File: src/rtl/seq_cmd_pkg.sv
package seq_cmd_pkg;
    localparam int CMD_W      = 14;
    localparam int PREFIX_LEN = 5;
    localparam int STEP_W     = $clog2(PREFIX_LEN + 1);

    localparam logic [CMD_W-1:0] CODE_SAVE    = 14'h0FC0;
    localparam logic [CMD_W-1:0] CODE_RESTORE = 14'h0C63;
    localparam logic [CMD_W-1:0] CODE_TEST    = 14'h339C;

    function automatic logic [CMD_W-1:0] key_word(input int idx);
        case (idx)
            0:       key_word = 14'h0E38;
            1:       key_word = 14'h31C7;
            2:       key_word = 14'h03E0;
            3:       key_word = 14'h3C1F;
            default: key_word = 14'h303F;
        endcase
    endfunction

    typedef struct packed {
        logic [STEP_W-1:0] step;
        logic              save;
        logic              restore;
    } det_state_t;
endpackage

File: src/rtl/seq_key_match.sv
module seq_key_match
    import seq_cmd_pkg::*;
#(
    parameter int KEY_LEN = PREFIX_LEN,
    parameter int SW      = STEP_W
) (
    input  logic [CMD_W-1:0] addr_cmp,
    input  logic [SW-1:0]    step,
    output logic             hit_next,
    output logic             hit_first,
    output logic             hit_save,
    output logic             hit_restore
);
    localparam int EXT_N = 1 << SW;

    logic [KEY_LEN-1:0] eq;
    logic [EXT_N-1:0]   eq_ext;
    logic               at_last;

    genvar g;
    generate
        for (g = 0; g < KEY_LEN; g++) begin : g_cmp
            assign eq[g] = (addr_cmp == key_word(g));
        end
    endgenerate

    always_comb begin
        eq_ext              = '0;
        eq_ext[KEY_LEN-1:0] = eq;
    end

    assign at_last     = (step == SW'(KEY_LEN));
    assign hit_next    = eq_ext[step];
    assign hit_first   = eq[0];
    assign hit_save    = at_last && (addr_cmp == CODE_SAVE);
    assign hit_restore = at_last && (addr_cmp == CODE_RESTORE);
endmodule

File: src/rtl/seq_cmd_ctrl.sv
module seq_cmd_ctrl
    import seq_cmd_pkg::*;
#(
    parameter int KEY_LEN = PREFIX_LEN,
    parameter int SW      = STEP_W
) (
    input  logic          clk,
    input  logic          rst_n,
    input  logic          busy_i,
    input  logic          acc_i,
    input  logic          wr_i,
    input  logic          is_test_code,
    input  logic          hit_next,
    input  logic          hit_first,
    input  logic          hit_save,
    input  logic          hit_restore,
    output logic [SW-1:0] step_q_o,
    output logic          save_o,
    output logic          restore_o
);
    typedef struct packed {
        logic [SW-1:0] step;
        logic          save;
        logic          restore;
    } ctl_t;

    ctl_t st_d, st_q;
    logic rd_live;

    assign rd_live = acc_i && !wr_i && !busy_i;

    always_comb begin
        st_d         = st_q;
        st_d.save    = 1'b0;
        st_d.restore = 1'b0;
        if (busy_i) begin
            st_d.step = '0;
        end else if (acc_i) begin
            if (wr_i) begin
                st_d.step = '0;
            end else if (hit_save) begin
                st_d.step = '0;
                st_d.save = 1'b1;
            end else if (hit_restore) begin
                st_d.step    = '0;
                st_d.restore = 1'b1;
            end else if (hit_next) begin
                st_d.step = st_q.step + SW'(1);
            end else if (hit_first) begin
                st_d.step = SW'(1);
            end else begin
                st_d.step = '0;
            end
        end
    end

    always_ff @(posedge clk) begin
        if (!rst_n) st_q <= '0;
        else        st_q <= st_d;
    end

    assign step_q_o  = st_q.step;
    assign save_o    = st_q.save;
    assign restore_o = st_q.restore;

    assert_step_range_R2: assert property (@(posedge clk) disable iff (!rst_n)
        st_q.step <= SW'(KEY_LEN));
    assert_step_climb_R2: assert property (@(posedge clk) disable iff (!rst_n)
        (st_q.step > SW'(1)) |-> ($past(st_q.step) == st_q.step - SW'(1) || $past(st_q.step) == st_q.step));
    assert_save_from_last_R3: assert property (@(posedge clk) disable iff (!rst_n)
        st_q.save |-> ($past(st_q.step) == SW'(KEY_LEN) && st_q.step == '0));
    assert_restore_from_last_R4: assert property (@(posedge clk) disable iff (!rst_n)
        st_q.restore |-> ($past(st_q.step) == SW'(KEY_LEN) && st_q.step == '0));
    assert_write_aborts_R6: assert property (@(posedge clk) disable iff (!rst_n)
        (acc_i && wr_i) |=> (st_q.step == '0 && !st_q.save && !st_q.restore));
    assert_test_code_quiet_R8: assert property (@(posedge clk) disable iff (!rst_n)
        (rd_live && is_test_code) |=> (!st_q.save && !st_q.restore));
    assert_busy_idle_R10: assert property (@(posedge clk) disable iff (!rst_n)
        busy_i |=> (st_q.step == '0 && !st_q.save && !st_q.restore));
    assert_no_strobe_hold_R11: assert property (@(posedge clk) disable iff (!rst_n)
        (!acc_i && !busy_i) |=> $stable(st_q.step));
    assert_pulse_excl_R12: assert property (@(posedge clk) disable iff (!rst_n)
        $onehot0({st_q.save, st_q.restore}));
    assert_pulse_single_R12: assert property (@(posedge clk) disable iff (!rst_n)
        (st_q.save || st_q.restore) |=> (!st_q.save && !st_q.restore));
endmodule

File: src/rtl/seq_cmd_detect.sv
module seq_cmd_detect
    import seq_cmd_pkg::*;
#(
    parameter int ADDR_W = 15
) (
    input  logic              clk,
    input  logic              rst_n,
    input  logic              busy_i,
    input  logic              acc_i,
    input  logic              wr_i,
    input  logic [ADDR_W-1:0] addr_i,
    output logic              store_o,
    output logic              recall_o,
    output logic [STEP_W-1:0] step_o
);
    logic [CMD_W-1:0]  addr_cmp;
    logic [STEP_W-1:0] step_q;
    logic hit_next, hit_first, hit_save, hit_restore;

    assign addr_cmp = addr_i[CMD_W-1:0];

    seq_key_match #(.KEY_LEN(PREFIX_LEN), .SW(STEP_W)) u_match (
        .addr_cmp   (addr_cmp),
        .step       (step_q),
        .hit_next   (hit_next),
        .hit_first  (hit_first),
        .hit_save   (hit_save),
        .hit_restore(hit_restore)
    );

    seq_cmd_ctrl #(.KEY_LEN(PREFIX_LEN), .SW(STEP_W)) u_ctrl (
        .clk         (clk),
        .rst_n       (rst_n),
        .busy_i      (busy_i),
        .acc_i       (acc_i),
        .wr_i        (wr_i),
        .is_test_code(addr_cmp == CODE_TEST),
        .hit_next    (hit_next),
        .hit_first   (hit_first),
        .hit_save    (hit_save),
        .hit_restore (hit_restore),
        .step_q_o    (step_q),
        .save_o      (store_o),
        .restore_o   (recall_o)
    );

    assign step_o = step_q;

    assert_reset_idle_R1: assert property (@(posedge clk)
        !rst_n |=> (step_o == '0 && !store_o && !recall_o));
endmodule

File: config.mk
export PLATFORM = sky130hd
export DESIGN_NAME = seq_cmd_detect
export DESIGN_NICKNAME = d
export VERILOG_FILES = /design/src/rtl/seq_cmd_pkg.sv /design/src/rtl/seq_key_match.sv /design/src/rtl/seq_cmd_ctrl.sv /design/src/rtl/seq_cmd_detect.sv
export SDC_FILE = /design/constraint.sdc
export NUM_CORES = 1
export LEC_CHECK = 0
export ABC_AREA = 1
export BUFFER_PORTS_ARGS = -buffer_cell sky130_fd_sc_hd__buf_2
export CAP_MARGIN = 10
export CORE_MARGIN = 1.5
export CORE_UTILIZATION = 42
export CTS_CLUSTER_SIZE = 20
export DETAILED_ROUTE_END_ITERATION = 6
export GPL_TIMING_DRIVEN = 0
export HOLD_SLACK_MARGIN = 0.08
export PLACE_DENSITY = 0.72
export SLEW_MARGIN = 5
export SYNTH_ARGS = -nofsm -noshare
export SYNTH_HDL_FRONTEND = slang
export SYNTH_SLANG_ARGS = --single-unit
File: constraint.sdc
create_clock -name clk -period 1.4 [get_ports clk]
set_input_delay 0.14 -clock clk [delete_from_list [all_inputs] [get_ports clk]]
set_output_delay 0.14 -clock clk [all_outputs]
set_load 0.05 [all_outputs]
After elaboration in Yosys (flattened, before gate mapping)
Index checks and enable logic that the tools add are counted.
- word-level logic and storage cells: 29
- register bits: 5
- memories kept: 0
- RAM bits: 0
- ROM bits: 0
- bits in latches: 0
- div/mod/pow operators: 0
- $add $sub $neg: 1
- multiplexer cells: 9
- $mul: 0
- bitwise operators: 2
- shift operators: 0
- reductions and logical operators: 5
- equal/unequal tests: 8
- order comparisons: 1
- operators with widths (cell ; number):
    $eq 14x12->1 const B ; 3
    $eq 14x14->1 const B ; 3
    $eq 14x10->1 const B ; 1
    $mux 3 ; 4
    $reduce_or 5->1 ; 1
    $lt 3x4->1 const B ; 1
    $mux 1 ; 4
    $reduce_or 4->1 ; 1
    $add 3x1->3 const B ; 1
    $bmux 1 s3 ; 1
    $eq 3x3->1 const B ; 1
    $logic_and 1x1->1 ; 2
    $not 1->1 ; 2
    $reduce_or 2->1 ; 1

Longest topological paths before layout
- word-level depth: 7
- mapped depth: 11
- depth with buffers taken out: 11

Cells and area by module
Synthesis repeated with hierarchy kept, for this count alone.
- cell total of the unflattened synthesis: 119
- area total of the unflattened synthesis: 600.6 um2
- by module, submodules not included (module ; sequential area each (um2) ; cells each ; instances ; area an instance (um2)):
    seq_key_match ; 0.0 ; 68 ; 1 ; 302.8
    seq_cmd_ctrl ; 100.1 ; 35 ; 1 ; 234.0
    seq_cmd_detect ; 0.0 ; 16 ; 1 ; 63.8

Worst setup path after synthesis
OpenSTA, ideal clock, no wires.
- kind: reg-to-reg
- from: register u_ctrl.st_q (netlist bit u_ctrl.step_q_o[1])
- to: register u_ctrl.st_q (netlist bit u_ctrl.step_q_o[1])
- setup slack: -251 ps
- buffers on the path: 0
- cell stages (with the launch flop): 10
- data arrival time: 1581 ps
- cells stage by stage: dfxtp_1 inv_1 ha_1 nand2_1 inv_1 nand4_1 nand3_1 nor2_2 nand3b_1 a21oi_1
- cells in the longest elaborated chain, start to end: 6
- elaborated cells on any way between the ends: 10
- classes of those cells: add/sub: 1; eq/ne: 1; mux: 6; reduce/logical: 2
- ends and longest elaborated chain (element ; line ; text):
    start: declaration ; seq_cmd_ctrl.sv:27 ; ctl_t st_d, st_q;
    start signal: assignment ; seq_cmd_ctrl.sv:59 ; else st_q <= st_d;
    $bmux 1 s3 ; seq_key_match.sv:33 ; assign hit_next = eq_ext[step];
    $mux 1 (implied by the code) ; seq_key_match.sv:33 ;
    $mux 3 ; seq_cmd_ctrl.sv:47 ; end else if (hit_next) begin
    $mux 3 ; seq_cmd_ctrl.sv:44 ; end else if (hit_restore) begin
    $mux 3 * ; seq_cmd_ctrl.sv:41 ; end else if (hit_save) begin
    $mux 3 * ; seq_cmd_ctrl.sv:39 ; if (wr_i) begin
Mark *: on every way between the ends. The rest lies on a longest branch, timed or not. The select of a mux whose other input is x is not followed.
A chain may end at the register's enable or synchronous reset.

Worst setup path in the final report
- from: register u_ctrl.st_q (netlist bit u_ctrl.step_q_o[1])
- to: register u_ctrl.st_q (netlist bit u_ctrl.step_q_o[0])
The elaborated chain is that of the path after synthesis.

==> flow_summary.yaml <==
run_status:
  status: "finished clean"
detailed_routing:
  first_pass_iters: 5
  viasPerCell: 5.03
  routed_wl_um: 1470
  avgRoutedWirePerCell_um: 9.94
  route.detailed.drc: 0
  postRouteAntennaNets: 0
  first_iter_violations: 34
  vias: 745
critical_path:
  crit_type: "flop to flop"
  worstPathMaxFanout: 5
  arrival_ps: 1520
  end_kind: "flop"
  cp-start-kind: "flop"
  required_ps: 1560
power:
  pwr-share-seq_pct: 35.7
  p_switching_w: 0.000109
  vdd_drop_max_mv: 0.287
  pwr-share-clk_pct: 42.2
  combPwrFrac_pct: 22.1
  p_per_area_nw_per_um2: 491
  intPower_w: 0.000281
  swShare_pct: 27.9
  leakagePower_nw: 0.406
floorplan:
  coreArea_um2: 1280
  dieArea_um2: 1590
  rows: 13
  die_height_um: 39.9
  ios: 25
  start_util_pct: 44.6
  die_w_um: 39.9
logic_synthesis:
  netlist_instances: 102
  yosysWarnings: 0
  synth_seq_area_share_pct: 17.5
  synth-seq-cells: 5
  syn_area_um2: 573
  netlist_top_cells_area: "dfxtp_1 (17%), nand2_1 (13%), inv_1 (12%)"
  avgSynthCellArea_um2: 5.62
  syn_nets: 124
  synth_top_area_share_pct: 17.5
  yosysTopAreaCell: "dfxtp_1"
  synth_cell_type_count: 18
sta:
  layout_setup_ws_ps: 39.0
  slew_headroom_pct: 80.0
  rsz0062_at_grt: "yes"
  finalSetupTns_ps: 0
  fmax_ghz: 0.735
  tightest_slew_ps: 296
  whs_ps: 211
  fin_skew_ps: 3.52
  slew_viol_final: 0
  finalCriticalPeriod_ps: 1360
  hold_viol_final: 0
  finalSetupViolations: 0
  finalCritPeriodShare_pct: 97.2
grt:
  grt_max_degree: 10
  antenna_found_initial: 0
  overflow: 0
  grt_pass1_wl_um: 2280
  grt_pass1_vias: 580
  grt_usage_pct: 20.4
finish:
  syn_to_final_growth_pct: 38.2
  diodes: 0
  nets: 156
  finish.utilization_pct: 61.6
  drive_above_1_share_pct: 38.3
clock_network:
  cts_inserted_buffers: 3
  cts_tree: "done"
  htreeDepth: 1
  worstSkewPairLatency_ps: 240
  ctsHoldBuffers: 0
  clk_pin_slew_ps: 40
  root_buffer: "clkbuf_4"
  clock_path_buffers: 2
  cts.sinks: 5
placement:
  port_buffers: 23
  dp_hpwl_um: 1190
  gp_congestion: 0.870
  pre_cts_slack_ps: 20.4
min_path:
  hold_path_class: "primary input to flop"
flow_run:
  drv_cap: 0
==> area by class of cell <==
type | instances | area, um^2
well taps | 15 | 18.8
flip-flops and latches | 5 | 108
clock buffers | 4 | 26.3
multi-input cells | 78 | 420
inverters | 19 | 73.8
repair buffers | 27 | 145
fillers | 141 | 493
==> worst paths after layout <==
check / from / to / slack, ps / depth (start not counted)
setup / recovery: u_ctrl.step_q_o[1]$_SDFFE_PP0P_ / u_ctrl.step_q_o[0]$_SDFFE_PP0P_ / 40 / 9
setup reg to reg: u_ctrl.step_q_o[1]$_SDFFE_PP0P_ / u_ctrl.step_q_o[0]$_SDFFE_PP0P_ / 40 / 9
hold reg to reg: u_ctrl.step_q_o[1]$_SDFFE_PP0P_ / u_ctrl.step_q_o[1]$_SDFFE_PP0P_ / 520 / 2
hold / removal: acc_i / u_ctrl.step_q_o[1]$_SDFFE_PP0P_ / 210 / 4
==> synth_stat cells (all sizes together) <==
master,count
nand2,25
nor2,22
nand4,4
inv,19
nor3,5
nor4b,1
nand3,11
nand3b,2
nor4,1
dfxtp,5
ha,2
a21oi,4
xor2,1
==> cells in the final DEF, fill, tap and decap left out <==
cell type / synthesis / layout
clkbuf_4: 0 / 3
nand2_1: 20 / 19
dfxtp_1: 5 / 3
clkbuf_1: 0 / 1
nand3b_1: 2 / 2
nand2_2: 5 / 6
inv_1: 18 / 16
ha_4: 0 / 1
nor2_2: 6 / 6
nor3_1: 5 / 5
xor2_1: 1 / 1
nor2_1: 16 / 16
dfxtp_4: 0 / 2
nand3_2: 1 / 1
nand4_1: 4 / 4
ha_1: 2 / 1
nor4_1: 1 / 1
nor4b_1: 1 / 1
inv_4: 0 / 1
a21oi_2: 1 / 2
buf_2: 0 / 23
nand3_1: 10 / 10
buf_4: 0 / 4
inv_2: 1 / 2
a21oi_1: 3 / 2
==> through the flow <==
stage	instance area (um^2)	power, W	cells
3_5_place_dp	712	0.000229	140
3_3_place_gp	712	0.000226	140
2_1_floorplan	578	0.000184	102
4_1_cts	738	0.000392	144
6_report	792	0.000389	148
5_1_grt	792	0.000417	148
==> worst max-delay path, cell delays in order (launching register included) <==
cell,delay (ps)
dfxtp_4,370
inv_4,40
ha_4,140
nand2_2,60
inv_2,40
nand4_1,120
nand3_1,100
nor2_2,150
nand3_1,100
a21oi_2,150
==> power groups by stage <==
| stage | combinational (W) | clock, W | sequential (W) |
|---|---|---|---|
| after floorplan | 0.0000408 | 0 | 0.000143 |
| after global placement | 0.0000824 | 0 | 0.000143 |
| after detailed placement | 0.0000851 | 0 | 0.000143 |
| after CTS | 0.0000854 | 0.000165 | 0.000141 |
| after global routing | 0.000100 | 0.000178 | 0.000139 |
| final | 0.0000861 | 0.000164 | 0.000139 |
==> cells by family (layout without fill, tap and decap cells) <==
group	Yosys count	after routing	synth area share [%]
AND/OR/NAND/NOR	71	71	60.0
XOR/XNOR	1	1	1.53
adder cells (fa/ha/maj)	2	2	4.37
buffers and inverters	19	50	12.4
AO/OA/AOI/OAI	4	4	4.15
flip-flops	5	5	17.5
==> flip-flops by register name, indices dropped and copies added, names as in the netlist <==
signal            cells
u_ctrl.step_q_o       3
u_ctrl.restore_o      1
u_ctrl.save_o         1
==> per-layer routing <==
metal	vias to the layer above	GRT usage [%]	wire (um)	part of all wire, %
li1	388	-	-	-
met1	321	26.9	662	45
met2	34	35.1	704	48
met3	2	5.00	94	6.4
met4	0	0	10	0.68
met5	-	0	0	0
==> timing repair <==
item,in CTS,in global routing
gates resized for setup,0,8
endpoints found under the setup margin,0,4
buffers inserted,0,4
No activity file was read; power rests on OpenSTA's default activity.
